**config.mk**
```make
export PLATFORM = sky130hd
export DESIGN_NAME = fp_abs_compare
export DESIGN_NICKNAME = d
export VERILOG_FILES = /design/src/rtl/fpac_pkg.sv /design/src/rtl/fpac_lane.sv /design/src/rtl/fpac_dp.sv /design/src/rtl/fpac_ctrl.sv /design/src/rtl/fp_abs_compare.sv
export SDC_FILE = /design/constraint.sdc
export NUM_CORES = 1
export LEC_CHECK = 0
export BUFFER_PORTS_ARGS = -buffer_cell sky130_fd_sc_hd__buf_4
export CORE_MARGIN = 4
export CORE_UTILIZATION = 54
export DETAILED_ROUTE_END_ITERATION = 10
export GPL_TIMING_DRIVEN = 0
export PLACE_DENSITY = 0.84
export SLEW_MARGIN = 20
export SYNTH_ARGS = -nofsm -noshare
export SYNTH_HDL_FRONTEND = slang
export SYNTH_HIERARCHICAL = 1
export SYNTH_SLANG_ARGS = --single-unit
```
**constraint.sdc**
```tcl
create_clock -name clk -period 4.5 [get_ports clk]
set_input_delay 0.675 -clock clk [delete_from_list [all_inputs] [get_ports clk]]
set_output_delay 0.675 -clock clk [all_outputs]
set_load 0.02 [all_outputs]
```
**src/rtl/fpac_pkg.sv**
```systemverilog
package fpac_pkg;
  typedef enum logic [1:0] {
    FMT_SINGLE = 2'd0,
    FMT_DOUBLE = 2'd1,
    FMT_PAIRED = 2'd2,
    FMT_RSVD   = 2'd3
  } fmt_e;

  localparam int SGL_EXP = 8;
  localparam int SGL_MAN = 23;
  localparam int SGL_W   = 1 + SGL_EXP + SGL_MAN;
  localparam int DBL_EXP = 11;
  localparam int DBL_MAN = 52;
  localparam int DBL_W   = 1 + DBL_EXP + DBL_MAN;
  localparam int LANES   = DBL_W / SGL_W;

  typedef struct packed {
    logic       wrLo;
    logic       wrHi;
    logic [2:0] idxLo;
    logic [2:0] idxHi;
    logic       setInv;
    logic       setOdd;
  } strobes_t;
endpackage

```
**src/rtl/fpac_lane.sv**
```systemverilog
module fpac_lane #(
  parameter int EXP_W = 8,
  parameter int MAN_W = 23,
  localparam int W = 1 + EXP_W + MAN_W
) (
  input  logic [W-1:0] a,
  input  logic [W-1:0] b,
  input  logic [3:0]   cond,
  output logic         hit,
  output logic         inv
);
  logic [W-2:0] magA, magB;
  logic nanA, nanB, quietA, quietB, sigA, sigB;
  logic unord, less, equal;

  assign magA   = a[W-2:0];
  assign magB   = b[W-2:0];
  assign nanA   = (&a[W-2:MAN_W]) && (|a[MAN_W-1:0]);
  assign nanB   = (&b[W-2:MAN_W]) && (|b[MAN_W-1:0]);
  assign quietA = nanA && a[MAN_W-1];
  assign quietB = nanB && b[MAN_W-1];
  assign sigA   = nanA && !a[MAN_W-1];
  assign sigB   = nanB && !b[MAN_W-1];

  always_comb begin
    unord = nanA || nanB;
    less  = !unord && (magA < magB);
    equal = !unord && (magA == magB);
    hit   = (cond[2] && less) || (cond[1] && equal) || (cond[0] && unord);
    inv   = sigA || sigB || (cond[3] && (quietA || quietB));
  end
endmodule

```
**src/rtl/fpac_dp.sv**
```systemverilog
module fpac_dp
  import fpac_pkg::*;
(
  input  logic [DBL_W-1:0] opA,
  input  logic [DBL_W-1:0] opB,
  input  logic [3:0]       cond,
  input  fmt_e             fmt,
  output logic             resLo,
  output logic             resHi,
  output logic             invAny
);
  logic [LANES-1:0] sglHit, sglInv;
  logic dblHit, dblInv;

  for (genvar g = 0; g < LANES; g++) begin : g_sgl
    fpac_lane #(.EXP_W(SGL_EXP), .MAN_W(SGL_MAN)) u_lane (
      .a(opA[g*SGL_W +: SGL_W]),
      .b(opB[g*SGL_W +: SGL_W]),
      .cond(cond),
      .hit(sglHit[g]),
      .inv(sglInv[g])
    );
  end

  fpac_lane #(.EXP_W(DBL_EXP), .MAN_W(DBL_MAN)) u_dbl (
    .a(opA), .b(opB), .cond(cond), .hit(dblHit), .inv(dblInv)
  );

  always_comb begin
    resHi = sglHit[1];
    unique case (fmt)
      FMT_DOUBLE: begin resLo = dblHit;    invAny = dblInv;     end
      FMT_PAIRED: begin resLo = sglHit[0]; invAny = |sglInv;    end
      default:    begin resLo = sglHit[0]; invAny = sglInv[0];  end
    endcase
  end
endmodule

```
**src/rtl/fpac_ctrl.sv**
```systemverilog
module fpac_ctrl
  import fpac_pkg::*;
(
  input  logic     opValid,
  input  fmt_e     fmt,
  input  logic [2:0] ccIdx,
  input  logic     trapEn,
  input  logic     invAny,
  output strobes_t st
);
  logic legal, oddPair, blocked;

  always_comb begin
    legal   = opValid && (fmt != FMT_RSVD);
    oddPair = opValid && (fmt == FMT_PAIRED) && ccIdx[0];
    blocked = trapEn && invAny;
    st.wrLo   = legal && !oddPair && !blocked;
    st.wrHi   = st.wrLo && (fmt == FMT_PAIRED);
    st.idxLo  = ccIdx;
    st.idxHi  = ccIdx | 3'd1;
    st.setInv = legal && invAny;
    st.setOdd = oddPair;
  end
endmodule

```
**src/rtl/fp_abs_compare.sv**
```systemverilog
module fp_abs_compare
  import fpac_pkg::*;
#(
  parameter int CC_N = 8,
  localparam int IDX_W = $clog2(CC_N)
) (
  input  logic              clk,
  input  logic              rst_n,
  input  logic              opValid,
  input  logic [63:0]       opA,
  input  logic [63:0]       opB,
  input  logic [1:0]        fmtSel,
  input  logic [3:0]        condSel,
  input  logic [IDX_W-1:0]  ccIdx,
  input  logic              trapEn,
  output logic [CC_N-1:0]   ccReg,
  output logic              invalidFlag,
  output logic              oddIdxErr
);
  fmt_e     fmt;
  strobes_t st;
  logic     resLo, resHi, invAny;
  logic [CC_N-1:0] ccNext;

  assign fmt = fmt_e'(fmtSel);

  fpac_dp u_dp (
    .opA(opA), .opB(opB), .cond(condSel), .fmt(fmt),
    .resLo(resLo), .resHi(resHi), .invAny(invAny)
  );

  fpac_ctrl u_ctrl (
    .opValid(opValid), .fmt(fmt), .ccIdx(ccIdx), .trapEn(trapEn),
    .invAny(invAny), .st(st)
  );

  always_comb begin
    ccNext = ccReg;
    if (st.wrLo) ccNext[st.idxLo] = resLo;
    if (st.wrHi) ccNext[st.idxHi] = resHi;
  end

  always_ff @(posedge clk) begin
    if (!rst_n) begin
      ccReg       <= '0;
      invalidFlag <= 1'b0;
      oddIdxErr   <= 1'b0;
    end else begin
      ccReg       <= ccNext;
      invalidFlag <= st.setInv;
      oddIdxErr   <= st.setOdd;
    end
  end
endmodule

```
Yosys cells after proc, flatten, opt, wreduce, memory -nomap -nowiden --
Index checks and enable logic that the tools add are counted.
Cells by class: order comparisons 7, equality and inequality tests 6, mux-type cells 10, reduce and logical (&&, ||, !) cells 88
Operator list (count):
- OR reduction 52 bit | 2
- OR reduction 23 bit | 4
- == test 63 bit | 1
- < comparator 63 bit | 1
- == test 31 bit | 2
- < comparator 31 bit | 2
- logical AND 1 bit | 46
- AND reduction 8 bit | 4
- AND reduction 11 bit | 2
- logical OR 1 bit | 18
- bitwise mux 8 bit | 2
- two-way mux 8 bit | 2
- logical NOT 1 bit | 11
- < comparator 3 x 4 -> 1 bit (second input constant) | 2
- >= comparator 3 x 1 -> 1 bit (second input constant) | 2
- demux 1 bit (select 3 bit) | 1
- two-way mux 1 bit | 3
- demux 1 bit (select 2 bit) | 1
- == test 2 x 1 -> 1 bit (second input constant) | 1
- == test 2 bit (second input constant) | 1
- inequality test 2 bit (second input constant) | 1
- case mux 1 bit (2 select lines) | 1
- OR reduction 2 bit | 1
Word-level totals: flip-flop bits (word level) 10, input bits 141, output and inout bits 10, logic and storage cells 114

Depth between registers and ports, before layout --
Gate-level depths: netlist of the first run.
word-level depth 14, depth in mapped cells 13

Cells and area by module --
Netlist of the first run, hierarchy kept.
Modules (own cells, without submodules):
- fpac_lane (u_dp.g_sgl[0].u_lane ...) | instances 2, cells an instance 144, area each 1039.7 um^2, seq. area each 0.0 um^2
- fpac_lane (u_dp.u_dbl) | instances 1, cells an instance 278, area each 1936.9 um^2, seq. area each 0.0 um^2
- fp_abs_compare | instances 1, cells an instance 69, area each 555.5 um^2, seq. area each 200.2 um^2
- fpac_ctrl | instances 1, cells an instance 16, area each 110.1 um^2, seq. area each 0.0 um^2
- fpac_dp | instances 1, cells an instance 9, area each 68.8 um^2, seq. area each 0.0 um^2

Worst setup path after synthesis of the first run --
No wires, ideal clock.
path kind input port to flip-flop, start point input opA[7], end point register ccReg[1], library setup time 0.125 ns, arrival 2.707 ns, data required time 4.375 ns, slack 1.668 ns, cell stages on the path 12, path through nor4_1 > nand4_1 > nor4_4 > o22a_2 > o21ai_0 > nand2_1 > a21oi_1 > nand2_1 > and3_1 > or3b_4 > o21ai_0 > a21oi_1
RTL lines:
- start, declared | RTL line fp_abs_compare.sv:10 | input logic [63:0] opA,
- end signal, assigned | RTL line fp_abs_compare.sv:49 | ccReg <= ccNext;
- end, declared | RTL line fp_abs_compare.sv:16 | output logic [CC_N-1:0] ccReg,

Worst setup path in the final report of the first run --
start point input opB[54], end point register ccReg[4]
On the way: elaborated cells between the ends (all ways) 50, classes of those cells order compare: 2; eq/ne: 2; mux: 6; reduce/logical: 40
RTL lines:
- start, declared | RTL line fp_abs_compare.sv:11 | input logic [63:0] opB,
- parallel branches: the longest is 7 deep, another holds < comparator 63 bit
- logical OR 1 bit * | RTL line fpac_lane.sv:29 | hit = (cond[2] && less) || (cond[1] && equal) || (cond[0] && unord);
- net u_dp.dblHit | RTL line fpac_dp.sv:13 | logic dblHit, dblInv;
- two-way mux 1 bit * | RTL line fpac_dp.sv:31 | unique case (fmt)
- net resLo | RTL line fp_abs_compare.sv:22 | logic resLo, resHi, invAny;
- bitwise mux 8 bit * | RTL line fp_abs_compare.sv:39 | if (st.wrLo) ccNext[st.idxLo] = resLo;
- two-way mux 8 bit * | RTL line fp_abs_compare.sv:39
- bitwise mux 8 bit | RTL line fp_abs_compare.sv:40 | if (st.wrHi) ccNext[st.idxHi] = resHi;
- two-way mux 8 bit * | RTL line fp_abs_compare.sv:40
Mark *: on every way through the listed nets, which the timed path passes. A chain may end at the register's enable or synchronous reset.

==> impl_metrics.env, run 1 <==
export IMPL_root_buffer="clkbuf_8"
export IMPL_dieArea_um2=10400
export IMPL_fin_skew_ns=0
export IMPL_chipWidth_um=102
export IMPL_power_density_nw_per_um2=115
export IMPL_overflow=0
export IMPL_synth_fp_nets=928
export IMPL_cp_end_kind="flop"
export IMPL_status="finished clean"
export IMPL_hp_class="flop to flop"
export IMPL_hpwl_um=14400
export IMPL_syn_area_per_cell_um2=7.20
export IMPL_timing_fmax_ghz=0.307
export IMPL_core_area_um2=8380
export IMPL_ys_types=54
export IMPL_yosysWarningCount=6
export IMPL_fin_setup_tns_ns=0
export IMPL_rsz0062_at_grt="no"
export IMPL_synth_most_common_cell="inv_1"
export IMPL_wl_per_cell_um=18.1
export IMPL_async_flop_share=0
export IMPL_first_pass_iters=5
export IMPL_finalWirelength_um=16600
export IMPL_row_count=33
export IMPL_grt_pass1_wl_um=26100
export IMPL_drc=0
export IMPL_crit_path_start_kind="input port"
export IMPL_total_power_w=0.000692
export IMPL_max_slew_margin_rel=0.464
export IMPL_vias=5661
export IMPL_ant_nets=0
export IMPL_final_cells=915
export IMPL_crit_required_ns=4.62
export IMPL_drive_gt1_frac=0.243
export IMPL_grt_usage=0.312
export IMPL_syn_to_final_growth_pct=27.0
export IMPL_vdd_drop_max_uv=89.5
export IMPL_worstHoldStart="ccReg[1]$_SDFF_PN0_"
export IMPL_finalSetupViolCount=0
export IMPL_drv_slew=0
export IMPL_pre_cts_ws_ns=1.06
export IMPL_antenna_found_initial=0
export IMPL_insertion_delay_ns=0.24
export IMPL_worst_pin_slew_ns=0.797
export IMPL_htreeDepth=1
export IMPL_fin_crit_sh=0.724
export IMPL_p_leak_nw=3.16
export IMPL_setup_ws_ns=1.24
export IMPL_clk_pin_slew_ns=0.05
export IMPL_drv_cap=0
export IMPL_io_buffer_count=146
export IMPL_cts_hold_buf=0
export IMPL_synth_top_area_share=0.334
export IMPL_grt_pass1_vias=5592
export IMPL_grt_max_degree=11
export IMPL_cts_buffer_depth=2
export IMPL_synth_area_leaders="ha_1 33%, inv_1 10%, nand4_1 6.2%"
export IMPL_yosysSeqAreaShare=0.0421
export IMPL_cts_resized=0
export IMPL_synth_common_cells="132 x inv_1, 127 x ha_1, 57 x a21oi_1"
export IMPL_ys_seq_elements=10
export IMPL_clkSinkCount=10
export IMPL_dr_first_iter_drc_count=429
export IMPL_post_cts_buffers=0
export IMPL_synth_largest_area_cell="ha_1"
export IMPL_worstPathMaxFanout=5
export IMPL_cts_tree="yes"
export IMPL_timing_rr_start="ccReg[7]$_SDFF_PN0_"
export IMPL_dp_cells=911
export IMPL_cp_arrival_ns=3.38
export IMPL_crit_type="input port to flop"
export IMPL_period_minus_slack_ns=3.26
export IMPL_routabilityCongestion=1.02
export IMPL_post_drt_via_cell_ratio=6.19
export IMPL_final_nets=1079
export IMPL_final_core_util=0.720
export IMPL_synthesis_instances=660
export IMPL_ys_flop_type="dfxtp_1"
export IMPL_hold_viol_final=0
export IMPL_io_pins=151
export IMPL_die_y_um=102
export IMPL_synth_edf_count=0
export IMPL_synth_cell_area_um2=4750
export IMPL_initial_core_util=0.567
export IMPL_cts_inserted_buffers=3
export IMPL_n_antenna_cell=0
export IMPL_critPathLaunch="opB[54]"
[layout make-up]
class                      instances  area, um2
sequential                        10        200
tap                              105        131
inverter                         132        495
fill                             702       2350
timing repair buffer             146       1100
clock buffer                       4       55.1
buffer                            11       72.6
multi-input combinational        507       3980
[final timing paths]
check,to,slack (ns),cells after the start
worst max-delay path,ccReg[4]$_SDFF_PN0_,1.24,13
worst min-delay path,ccReg[1]$_SDFF_PN0_,0.46,2
worst max register to register,ccReg[7]$_SDFF_PN0_,3.87,2
worst min register to register,ccReg[1]$_SDFF_PN0_,0.46,2
[power by group]
part	internal (W)	switching (W)	total, W	leakage, nW
sequential	0.0000903	0.000000729	0.0000910	0.0808
clock	0.0000769	0.0000352	0.000112	0.0288
combinational	0.000221	0.000268	0.000489	3.05
total	0.000388	0.000304	0.000692	3.16
[critical path, stage by stage]
cell	delay (ns)
buf_4	0.12
inv_1	0.04
ha_1	0.30
and4_1	0.20
nand3_1	0.10
nor4_1	0.71
nand2_1	0.12
a21oi_1	0.22
o31ai_1	0.10
mux2_4	0.27
and3b_1	0.22
a22oi_1	0.22
a21oi_1	0.10
[sequential cells by signal, indices dropped and copies added (netlist names)]
name         count
ccReg            8
invalidFlag      1
oddIdxErr        1
[logic make-up (layout without fill, tap and decap cells)]
group	count (synthesis)	count (layout)	synth area share
buf+inv	143	293	0.120
other cells	1	1	0.000789
mux	2	2	0.00527
simple gates	233	233	0.298
fa+ha+maj	127	127	0.334
flops	10	10	0.0421
compound gates	144	144	0.199
[layer usage]
metal | vias to the layer above | share of wire | routed length, um | global-route usage
li1 | 2734 | - | - | -
met1 | 2611 | 0.42 | 6940 | 0.419
met2 | 280 | 0.46 | 7660 | 0.537
met3 | 36 | 0.098 | 1620 | 0.0310
met4 | 0 | 0.022 | 361 | 0.0726
met5 | - | 0 | 0 | 0
[cell usage in the layout (no fill, tap or decap), drive strengths merged, types with 10 or more instances in the layout]
| cell type | count |
|---|---|
| nand3 | 20 |
| inv | 132 |
| dfxtp | 10 |
| nor2 | 25 |
| ha | 127 |
| nor3 | 12 |
| buf | 157 |
| nand2 | 42 |
| a21oi | 57 |
| o21ai | 38 |
| nor4 | 54 |
| nand4 | 49 |
[stage by stage]
| step | hold slack, ns | cell area [um2] |
|---|---|---|
| floorplan | 0.539 | 4750 |
| global placement | 0.453 | 5980 |
| detailed placement | 0.459 | 5980 |
| CTS | 0.466 | 6030 |
| global route | 0.502 | 6030 |
| finish | 0.461 | 6030 |
(Power assumes the default switching activity.)
==> run 2: changes to the inputs <==
--- a/config.mk
+++ b/config.mk
@@ -7,10 +7,10 @@
 export LEC_CHECK = 0
 export BUFFER_PORTS_ARGS = -buffer_cell sky130_fd_sc_hd__buf_4
 export CORE_MARGIN = 4
-export CORE_UTILIZATION = 54
+export CORE_UTILIZATION = 49
 export DETAILED_ROUTE_END_ITERATION = 10
 export GPL_TIMING_DRIVEN = 0
-export PLACE_DENSITY = 0.84
+export PLACE_DENSITY = 0.8
 export SLEW_MARGIN = 20
 export SYNTH_ARGS = -nofsm -noshare
 export SYNTH_HDL_FRONTEND = slang
==> constraint.sdc (replaced) <==
create_clock -name clk -period 2.85 [get_ports clk]
set_input_delay 0.4275 -clock clk [delete_from_list [all_inputs] [get_ports clk]]
set_output_delay 0.4275 -clock clk [all_outputs]
set_load 0.02 [all_outputs]
==> run 2 against run 1 <==
Compared with the run above: core utilization decreased by 4.6 points; final cell count increased by 2.6%; first-iteration DRC count decreased by 20%; cell area increased by 4.2%; via count decreased by 1.1%; largest cell class unchanged; total power increased by 62%.
==> impl_metrics.env, run 2 (synthesis gave the netlist of run 1 again) <==
export IMPL_n_antenna_cell=0
export IMPL_fin_crit_sh=0.977
export IMPL_fin_setup_tns_ns=0
export IMPL_final_common_cell="buf_4"
export IMPL_hpwl_um=14300
export IMPL_grt_util_met3=0.0316
export IMPL_routabilityCongestion=0.972
export IMPL_cp_arrival_ns=2.91
export IMPL_insertion_delay_ns=0.24
export IMPL_cp_end_kind="flop"
export IMPL_largest_reg_flops=8
export IMPL_first_pass_iters=5
export IMPL_total_power_w=0.00112
export IMPL_fill_cells=836
export IMPL_syn_to_final_growth_pct=32.3
export IMPL_die_y_um=106
export IMPL_post_cts_buffers=0
export IMPL_final_cells=939
export IMPL_drive_gt1_frac=0.274
export IMPL_fin_skew_ns=0
export IMPL_htreeDepth=1
export IMPL_crit_required_ns=2.97
export IMPL_period_minus_slack_ns=2.78
export IMPL_crit_type="input port to flop"
export IMPL_clkSinkCount=10
export IMPL_grt_met2_usage=0.488
export IMPL_clk_pin_slew_ns=0.05
export IMPL_row_count=35
export IMPL_post_drt_via_cell_ratio=5.96
export IMPL_initial_core_util=0.509
export IMPL_dr_first_iter_drc_count=343
export IMPL_cts_inserted_buffers=3
export IMPL_vdd_drop_max_uv=170
export IMPL_timing_fmax_ghz=0.359
export IMPL_chipWidth_um=106
export IMPL_hold_viol_final=0
export IMPL_drv_slew=0
export IMPL_cts_tree="yes"
export IMPL_setup_ws_ns=0.0664
export IMPL_core_area_um2=9330
export IMPL_stdcell_area_um2=6290
export IMPL_largestRegisters="ccReg: 8 flops, invalidFlag: 1 flops, oddIdxErr: 1 flops"
export IMPL_top_register="ccReg"
export IMPL_dieArea_um2=11300
export IMPL_overflow=0
export IMPL_p_leak_nw=3.22
export IMPL_grt_pass1_vias=5707
export IMPL_finalWirelength_um=16400
export IMPL_vias=5598
export IMPL_final_nets=1079
export IMPL_grt_usage=0.281
export IMPL_status="finished clean"
export IMPL_ant_nets=0
export IMPL_power_density_nw_per_um2=179
export IMPL_dpl_instance_area_um2=6010
export IMPL_dp_cells=935
export IMPL_crit_path_start_kind="input port"
export IMPL_finalSetupViolCount=0
export IMPL_rsz0062_at_grt="no"
export IMPL_grt_met1_usage=0.364
export IMPL_drv_cap=0
export IMPL_wl_per_cell_um=17.5
export IMPL_grt_pass1_wl_um=26300
export IMPL_drc=0
export IMPL_io_buffer_count=146
export IMPL_hp_class="flop to flop"
export IMPL_regArea_um2=200
export IMPL_cts_buffer_depth=2
export IMPL_pre_cts_ws_ns=-0.375
export IMPL_grt_busiest_layer="met2"
export IMPL_multi_input_area_um2=4210
export IMPL_root_buffer="clkbuf_8"
export IMPL_grt_max_degree=11
export IMPL_cts_hold_buf=0
export IMPL_worstPathMaxFanout=7
export IMPL_final_cell_mix="153 x buf_4, 132 x inv_1, 127 x ha_1"
export IMPL_io_pins=151
export IMPL_antenna_found_initial=0
==> run 2: cell counts in the layout (fill, tap and decap cells not counted) <==
Identical to the previous run, type by type.
==> run 2: repair_timing <==
action / 4_1_cts / 5_1_grt
pin swaps: 2 / 14
setup endpoints to repair: 6 / 8
resized for setup: 6 / 31
==> run 2: routing by layer <==
layer / vias up / wire, um
met4: 0 / 357
met2: 242 / 7910
met3: 38 / 1140
met1: 2581 / 7040
li1: 2737 / -
met5: - / 0
==> run 2: critical path: stages <==
cell and delay (ns):
buf_4 0.13, nor4_1 0.33, nand4_1 0.17, o21ai_2 0.24
nand2_2 0.11, nand2_1 0.09, o221ai_1 0.15, o22ai_1 0.21
a21oi_1 0.11, nand2_1 0.09, and3_4 0.23, or3b_4 0.42
o21ai_1 0.16, a21oi_1 0.05
==> run 2: where the power goes <==
group | total (W) | internal [W] | switching [W]
logic | 0.000796 | 0.000356 | 0.000440
registers | 0.000144 | 0.000143 | 0.00000107
clock network | 0.000184 | 0.000122 | 0.0000616
==> run 2: stage by stage <==
step | utilization | hold slack, ns
3_5_place_dp | 0.644 | 0.462
5_1_grt | 0.674 | 0.476
6_report | 0.674 | 0.462
4_1_cts | 0.654 | 0.461
3_3_place_gp | 0.644 | 0.454
2_1_floorplan | - | 0.539
==> run 2: area by class of cell <==
type                            count  share of cell area
Inverter                          132              0.0788
Clock buffer                        4             0.00876
Timing Repair Buffer              146               0.174
Multi-Input combinational cell    507               0.669
Tap cell                          129              0.0257
Sequential cell                    10              0.0318
Buffer                             11              0.0115
==> run 2: final timing paths <==
path | start | to | slack, ns | depth (start not counted)
worst max register to register | ccReg[4]$_SDFF_PN0_ | ccReg[4]$_SDFF_PN0_ | 2.18 | 2
worst min register to register | ccReg[0]$_SDFF_PN0_ | ccReg[0]$_SDFF_PN0_ | 0.46 | 2
worst max-delay path | opA[48] | ccReg[1]$_SDFF_PN0_ | 0.07 | 14
worst min-delay path | ccReg[0]$_SDFF_PN0_ | ccReg[0]$_SDFF_PN0_ | 0.46 | 2
